## src/rtl/shlog_pkg.sv

```systemverilog
package shlog_pkg;

  typedef enum logic [3:0] {
    OP_AND = 4'd0,
    OP_ORA = 4'd1,
    OP_EOR = 4'd2,
    OP_ASL = 4'd3,
    OP_LSR = 4'd4,
    OP_ROL = 4'd5,
    OP_ROR = 4'd6,
    OP_INC = 4'd7,
    OP_DEC = 4'd8,
    OP_BIT = 4'd9,
    OP_TSB = 4'd10,
    OP_TRB = 4'd11
  } shlog_op_e;

  localparam int unsigned FL_N = 3;
  localparam int unsigned FL_V = 2;
  localparam int unsigned FL_Z = 1;
  localparam int unsigned FL_C = 0;

  typedef struct packed {
    logic       acc_we;
    logic       mem_we;
    logic [3:0] flag_we;    // {N,V,Z,C}
    logic       extra;
    logic       from_test;  // Z (and N,V for BIT) from operand test, not result
    logic       pick_logic; // result from bitwise path
  } shlog_ctl_t;

endpackage

```

## src/rtl/shlog_ctrl.sv

```systemverilog
module shlog_ctrl
  import shlog_pkg::*;
(
  input  logic [3:0] op_i,
  input  logic       to_mem_i,
  output shlog_ctl_t ctl_o
);

  always_comb begin
    ctl_o = '0;
    case (op_i)
      OP_AND, OP_ORA, OP_EOR: begin
        ctl_o.acc_we     = 1'b1;
        ctl_o.flag_we    = 4'b1010;
        ctl_o.pick_logic = 1'b1;
      end
      OP_ASL, OP_LSR, OP_ROL, OP_ROR: begin
        ctl_o.acc_we  = !to_mem_i;
        ctl_o.mem_we  = to_mem_i;
        ctl_o.flag_we = 4'b1011;
        ctl_o.extra   = 1'b1;
      end
      OP_INC, OP_DEC: begin
        ctl_o.acc_we  = !to_mem_i;
        ctl_o.mem_we  = to_mem_i;
        ctl_o.flag_we = 4'b1010;
        ctl_o.extra   = 1'b1;
      end
      OP_BIT: begin
        ctl_o.flag_we    = 4'b1110;
        ctl_o.from_test  = 1'b1;
        ctl_o.pick_logic = 1'b1;
      end
      OP_TSB, OP_TRB: begin
        ctl_o.mem_we     = 1'b1;
        ctl_o.flag_we    = 4'b0010;
        ctl_o.extra      = 1'b1;
        ctl_o.from_test  = 1'b1;
        ctl_o.pick_logic = 1'b1;
      end
      default: ctl_o = '0;
    endcase
  end

endmodule

```

## src/rtl/shlog_shift.sv

```systemverilog
module shlog_shift
  import shlog_pkg::*;
#(
  parameter int unsigned W = 8
) (
  input  logic [3:0]   op_i,
  input  logic [W-1:0] src_i,
  input  logic         cin_i,
  output logic [W-1:0] res_o,
  output logic         cout_o
);

  localparam logic [W-1:0] ONE = W'(1);

  always_comb begin
    res_o  = src_i;
    cout_o = 1'b0;
    case (op_i)
      OP_ASL:  {cout_o, res_o} = {src_i, 1'b0};
      OP_LSR:  {res_o, cout_o} = {1'b0, src_i};
      OP_ROL:  {cout_o, res_o} = {src_i, cin_i};
      OP_ROR:  {res_o, cout_o} = {cin_i, src_i};
      OP_INC:  res_o = src_i + ONE;
      OP_DEC:  res_o = src_i - ONE;
      default: res_o = src_i;
    endcase
  end

endmodule

```

## src/rtl/shlog_logic.sv

```systemverilog
module shlog_logic
  import shlog_pkg::*;
#(
  parameter int unsigned W  = 16,
  parameter int unsigned NW = 8
) (
  input  logic [3:0]   op_i,
  input  logic         wide_i,
  input  logic [W-1:0] acc_i,
  input  logic [W-1:0] mem_i,
  output logic [W-1:0] res_o,
  output logic         tst_z_o,
  output logic         tst_n_o,
  output logic         tst_v_o
);

  localparam int unsigned HW = W - NW;

  logic [W-1:0]  full;
  logic [HW-1:0] keep_hi;
  logic [W-1:0]  overlap;

  always_comb begin
    case (op_i)
      OP_AND:  full = acc_i & mem_i;
      OP_ORA:  full = acc_i | mem_i;
      OP_EOR:  full = acc_i ^ mem_i;
      OP_TSB:  full = mem_i | acc_i;
      OP_TRB:  full = mem_i & ~acc_i;
      default: full = acc_i;
    endcase
    // memory-targeted ops keep the memory's upper byte
    keep_hi = (op_i == OP_TSB || op_i == OP_TRB) ? mem_i[W-1:NW] : acc_i[W-1:NW];
    res_o   = wide_i ? full : {keep_hi, full[NW-1:0]};
  end

  assign overlap = acc_i & mem_i;
  assign tst_z_o = wide_i ? (overlap == '0) : (overlap[NW-1:0] == '0);
  assign tst_n_o = wide_i ? mem_i[W-1] : mem_i[NW-1];
  assign tst_v_o = wide_i ? mem_i[W-2] : mem_i[NW-2];

endmodule

```

## src/rtl/shlog_unit.sv

```systemverilog
module shlog_unit
  import shlog_pkg::*;
#(
  parameter int unsigned DATA_W   = 16,
  parameter int unsigned NARROW_W = 8
) (
  input  logic              clk_i,
  input  logic              rst_ni,
  input  logic              valid_i,
  input  logic [3:0]        op_i,
  input  logic              wide_i,
  input  logic              to_mem_i,
  input  logic              carry_i,
  input  logic [DATA_W-1:0] acc_i,
  input  logic [DATA_W-1:0] mem_i,
  output logic              valid_o,
  output logic [DATA_W-1:0] result_o,
  output logic              acc_we_o,
  output logic              mem_we_o,
  output logic              n_o,
  output logic              v_o,
  output logic              z_o,
  output logic              c_o,
  output logic              n_we_o,
  output logic              v_we_o,
  output logic              z_we_o,
  output logic              c_we_o,
  output logic              extra_cyc_o
);

  shlog_ctl_t        ctl;
  logic [DATA_W-1:0] operand;
  logic [NARROW_W-1:0] sn_res;
  logic [DATA_W-1:0] sw_res;
  logic              sn_c, sw_c;
  logic [DATA_W-1:0] shift_res;
  logic              shift_c;
  logic [DATA_W-1:0] lg_res;
  logic              tst_z, tst_n, tst_v;
  logic [DATA_W-1:0] res_d;
  logic              res_n, res_z;
  logic [3:0]        flags_d;

  assign operand = to_mem_i ? mem_i : acc_i;

  shlog_ctrl u_ctrl (
    .op_i     (op_i),
    .to_mem_i (to_mem_i),
    .ctl_o    (ctl)
  );

  shlog_shift #(.W(NARROW_W)) u_shift_n (
    .op_i   (op_i),
    .src_i  (operand[NARROW_W-1:0]),
    .cin_i  (carry_i),
    .res_o  (sn_res),
    .cout_o (sn_c)
  );

  shlog_shift #(.W(DATA_W)) u_shift_w (
    .op_i   (op_i),
    .src_i  (operand),
    .cin_i  (carry_i),
    .res_o  (sw_res),
    .cout_o (sw_c)
  );

  assign shift_res = wide_i ? sw_res : {operand[DATA_W-1:NARROW_W], sn_res};
  assign shift_c   = wide_i ? sw_c : sn_c;

  shlog_logic #(.W(DATA_W), .NW(NARROW_W)) u_logic (
    .op_i    (op_i),
    .wide_i  (wide_i),
    .acc_i   (acc_i),
    .mem_i   (mem_i),
    .res_o   (lg_res),
    .tst_z_o (tst_z),
    .tst_n_o (tst_n),
    .tst_v_o (tst_v)
  );

  assign res_d = ctl.pick_logic ? lg_res : shift_res;
  assign res_n = wide_i ? res_d[DATA_W-1] : res_d[NARROW_W-1];
  assign res_z = wide_i ? (res_d == '0) : (res_d[NARROW_W-1:0] == '0);

  always_comb begin
    flags_d       = '0;
    flags_d[FL_N] = ctl.from_test ? tst_n : res_n;
    flags_d[FL_V] = tst_v;
    flags_d[FL_Z] = ctl.from_test ? tst_z : res_z;
    flags_d[FL_C] = shift_c;
    flags_d       = flags_d & ctl.flag_we;
  end

  always_ff @(posedge clk_i or negedge rst_ni) begin
    if (!rst_ni) begin
      valid_o     <= 1'b0;
      result_o    <= '0;
      acc_we_o    <= 1'b0;
      mem_we_o    <= 1'b0;
      {n_o, v_o, z_o, c_o}             <= '0;
      {n_we_o, v_we_o, z_we_o, c_we_o} <= '0;
      extra_cyc_o <= 1'b0;
    end else begin
      valid_o <= valid_i;
      if (valid_i) begin
        result_o    <= res_d;
        acc_we_o    <= ctl.acc_we;
        mem_we_o    <= ctl.mem_we;
        {n_o, v_o, z_o, c_o}             <= flags_d;
        {n_we_o, v_we_o, z_we_o, c_we_o} <= ctl.flag_we;
        extra_cyc_o <= ctl.extra;
      end else begin
        acc_we_o    <= 1'b0;
        mem_we_o    <= 1'b0;
        {n_o, v_o, z_o, c_o}             <= '0;
        {n_we_o, v_we_o, z_we_o, c_we_o} <= '0;
        extra_cyc_o <= 1'b0;
      end
    end
  end

  AST_ONE_TARGET: assert property (@(posedge clk_i) disable iff (!rst_ni)
    !(acc_we_o && mem_we_o));

  AST_IDLE_QUIET: assert property (@(posedge clk_i) disable iff (!rst_ni)
    !valid_i |=> !acc_we_o && !mem_we_o && !n_we_o && !v_we_o && !z_we_o && !c_we_o && !extra_cyc_o);

  AST_BIT_NO_WRITE: assert property (@(posedge clk_i) disable iff (!rst_ni)
    valid_i && op_i == OP_BIT |=> !acc_we_o && !mem_we_o && !c_we_o && v_we_o && n_we_o && z_we_o);

  AST_TEST_Z_ONLY: assert property (@(posedge clk_i) disable iff (!rst_ni)
    valid_i && (op_i == OP_TSB || op_i == OP_TRB) |=> mem_we_o && z_we_o && !n_we_o && !v_we_o && !c_we_o);

  AST_STEP_NO_CV: assert property (@(posedge clk_i) disable iff (!rst_ni)
    valid_i && (op_i == OP_INC || op_i == OP_DEC) |=> !c_we_o && !v_we_o && n_we_o && z_we_o);

  AST_NARROW_HI: assert property (@(posedge clk_i) disable iff (!rst_ni)
    valid_i && !wide_i && (op_i == OP_AND || op_i == OP_ORA || op_i == OP_EOR)
    |=> result_o[DATA_W-1:NARROW_W] == $past(acc_i[DATA_W-1:NARROW_W]));

  AST_ASL_CARRY: assert property (@(posedge clk_i) disable iff (!rst_ni)
    valid_i && wide_i && op_i == OP_ASL |=> c_we_o && c_o == $past(operand[DATA_W-1]));

  AST_EXTRA_WRITES: assert property (@(posedge clk_i) disable iff (!rst_ni)
    extra_cyc_o |-> (acc_we_o || mem_we_o));

endmodule

```

## config.mk

```make
export PLATFORM = sky130hd
export DESIGN_NAME = shlog_unit
export DESIGN_NICKNAME = d
export VERILOG_FILES = /design/src/rtl/shlog_pkg.sv /design/src/rtl/shlog_ctrl.sv /design/src/rtl/shlog_shift.sv /design/src/rtl/shlog_logic.sv /design/src/rtl/shlog_unit.sv
export SDC_FILE = /design/constraint.sdc
export NUM_CORES = 1
export LEC_CHECK = 0
export BUFFER_PORTS_ARGS = -buffer_cell sky130_fd_sc_hd__buf_4
export CAP_MARGIN = 5
export CORE_ASPECT_RATIO = 0.6
export CORE_MARGIN = 1
export CORE_UTILIZATION = 40
export CTS_CLUSTER_DIAMETER = 30
export DETAILED_ROUTE_END_ITERATION = 16
export GPL_ROUTABILITY_DRIVEN = 0
export PLACE_DENSITY = 0.69
export SYNTH_ARGS = -nofsm -noshare
export SYNTH_HDL_FRONTEND = slang
export SYNTH_SLANG_ARGS = --single-unit
```

## constraint.sdc

```tcl
create_clock -name clk_i -period 0.8 [get_ports clk_i]
set_input_delay 0.2 -clock clk_i [delete_from_list [all_inputs] [get_ports clk_i]]
set_output_delay 0.2 -clock clk_i [all_outputs]
set_load 0.01 [all_outputs]
```

==> results.txt <==
Hold depth -> 4
CP required -> 1.00 ns
Htree depth -> 1
CP Launch Type -> primary input
EDFF count, synth -> 0
Peak Freq -> 328 MHz
Post-synthesis cell type count -> 68
First-pass GRT wire length -> 28.5 mm
Tot Pwr -> 7.55 mW
Vias per cell -> 6.26
Outcome -> complete, but fails checks
Clock insertion delay at the later pin of the skew report -> 0.26 ns
Final wirelength -> 19.1 mm
Clk slew on worst S/H paths -> 0.07 ns
Final hold vios -> 0
DR iter-0 viols -> 717
DRC -> 0
Largest net degree at the start of global routing -> 30
# clock sinks -> 28
Leak -> 3.48 nW
Power Dens Cells -> 1020 nW/um^2
Syn Nets -> 640
ANT nets after route -> 0
Avg WL per Cell -> 20.5 um
ANT cells -> 0
Longest Clk Path Bufs -> 2
R2R depth -> 2
Core Rows -> 28
Final Cycle Share -> 382%
Vias in the first global route -> 5585
Max Transition Viols Final -> 0
Worst-Margin Slew -> 0.603 ns
Seq cells post-synth -> 28
Syn avg cell area -> 7.83 um^2
Final global-route overflow total -> 0
Min Tclk post-route -> 3.05 ns
Peak supply drop -> 1.12 mV
Detailed placement HPWL -> 13.3 mm
First-pass DRT Iterations -> 11
Initial antenna violation count -> 0
CTS buffer count -> 3
Max-cap violations -> 0
Die Span Y -> 81.3 um
Clk Tree Root Cell -> clkbuf_16
Sequential-to-total area share from yosys stat -> 16.7%
Post-synth top flop -> dfrtp_1
Setup Skew -> 0 ns
Core area -> 10000 um^2
Failing checks -> setup timing
Final setup fails -> 53
Total Routing Usage GR -> 33.7%
CP Class -> in2reg
Initial Util -> 41.9%
Post-Syn Area -> 4200 um^2
HP Class -> in2reg
Rel. slew slack -> 59.5%
Post-synthesis cell count -> 536
Reg2reg setup slack -> -0.13 ns
Die Span X -> 134 um
Setup TNS -> -41.05 ns
Die ar. -> 10900 um^2
CP max FO -> 7
Critical path arrival -> 3.25 ns
Setup WS post-layout -> -2.25 ns
Via count -> 5834
CP Capture Type -> flop
Num ports -> 70
Synth-to-layout area growth -> 75.7%
Yosys warnings -> 0
Nets -> 902
Layout cells sized above 1 -> 49.8%
CTS tree -> built
RSZ-0062 raised after global routing -> yes
Asr flop ratio synth -> 100%
Port bufs -> 69
## synthesized netlist by cell type (4+ instances only)
master    count  share of area (%)
and2_1        5               0.75
a222oi_1     10                2.4
a21oi_1      40                4.8
nor3_1        8               0.95
xnor2_1       7                1.5
xor2_1        4               0.83
inv_2         4               0.36
o22ai_1       9                1.3
clkbuf_1     26                2.3
o21ai_0      39                4.7
inv_1        44                3.9
o21a_1        6                1.1
mux2_2       11                3.0
a31oi_1       6               0.89
nor3b_1       5               0.89
a221oi_1      8                1.7
nand4_1       4               0.60
o221ai_1     12                2.5
nand3_1      11                1.3
nand2b_1      5               0.75
nor4_1        6               0.89
ha_1         61                 18
a32oi_1       4               0.83
nand2_1      37                3.3
o211ai_1      8                1.4
a211oi_1      4               0.72
dfrtp_1      28                 17
mux2i_1      14                3.3
nor2_1       44                3.9
## sequential cells by signal, summed over array words and instances (netlist names)
signal,count
acc_we_o,1
c_o,1
c_we_o,1
extra_cyc_o,1
mem_we_o,1
n_o,1
n_we_o,1
result_o,16
v_o,1
v_we_o,1
valid_o,1
z_o,1
z_we_o,1
## worst paths after layout
kind	startpoint	to
max reg2reg	result_o[8]	result_o[8]
min in group asynchronous	rst_ni	acc_we_o
max in group asynchronous	rst_ni	c_o
min	valid_i	z_we_o
min reg2reg	result_o[7]	result_o[7]
max	op_i[0]	z_o
## layout make-up
type                            count  area [um^2]
Inverter                           48          186
Sequential cell                    28          701
Fill cell                         705         2650
Timing Repair Buffer              289         2490
Clock buffer                        4         88.8
Tap cell                          135          169
Multi-Input combinational cell    428         3740
## layer usage
metal	GRT usage, %	routed length [um]
met4	13.9	959
met3	6.12	2260
met5	0	0
met2	56.6	8400
met1	43.1	7480
## critical path, stage by stage
cell and delay (ns):
buf_8 0.10, nor4b_4 0.32, buf_12 0.19, inv_4 0.04
fa_2 0.37, nor2b_4 0.16, o311ai_4 0.16, a211oi_4 0.29
nor2_1 0.14, a32oi_1 0.24, mux2_4 0.35, nor2_4 0.11
nand4_1 0.12, o41ai_2 0.29, a22o_1 0.17
## through the flow
step	instances	utilization (%)	area [um^2]	hold WS (ns)	worst slack (ns)
finish	932	73.6	7370	0.298	-2.25
global route	932	73.6	7370	0.316	-2.30
CTS	922	71.7	7180	0.290	-2.08
detailed placement	895	62.9	6310	0.135	-2.68
global placement	895	62.9	6310	0.129	-2.54
floorplan	536	-	4440	-0.0956	-2.53
## cell usage in the layout, fill, tap and decap left out, types with 7 or more instances in the layout
cell type | synthesis | final
o22ai_1 | 9 | 9
mux2i_1 | 14 | 9
o221ai_1 | 12 | 8
buf_4 | 0 | 225
nand2_1 | 37 | 31
a21oi_2 | 0 | 16
dfrtp_1 | 28 | 28
o21ai_1 | 3 | 11
o211ai_1 | 8 | 8
a222oi_1 | 10 | 10
a21oi_1 | 40 | 22
nor2_1 | 44 | 39
buf_6 | 2 | 53
buf_12 | 0 | 8
inv_1 | 44 | 43
mux2_2 | 11 | 7
nor3_1 | 8 | 7
o21ai_0 | 39 | 25
nand2_2 | 1 | 7
ha_1 | 61 | 57
a221oi_1 | 8 | 7
nand3_1 | 11 | 10
## logic make-up (layout without fill, tap and decap cells)
logic type      count (synthesis)  in the layout  share of synthesized area [%]
buf+inv                        81            341                           7.69
compound gates                180            181                           29.5
xor+xnor                       11             11                           2.30
flops                          28             28                           16.7
mux                            28             28                           7.63
simple gates                  145            145                           17.3
fa+ha+maj                      63             63                           18.9
## power by group
| group | leakage (nW) | internal (mW) | switching (mW) | total [mW] |
|---|---|---|---|---|
| logic | 3.10 | 2.36 | 2.23 | 4.59 |
| registers | 0.344 | 1.59 | 0.135 | 1.73 |
| clock network | 0.0442 | 0.766 | 0.464 | 1.23 |
## timing repair
| item | CTS | global route |
|---|---|---|
| buffers inserted | 25 | 13 |
| hold buffers | 1 | 0 |
| hold endpoints to repair | 28 | 0 |
| gates resized for setup | 136 | 26 |
| cloned | 1 | 0 |
| setup endpoints to repair | 54 | 53 |
| pin swaps | 27 | 20 |
(Power assumes the default switching activity.)
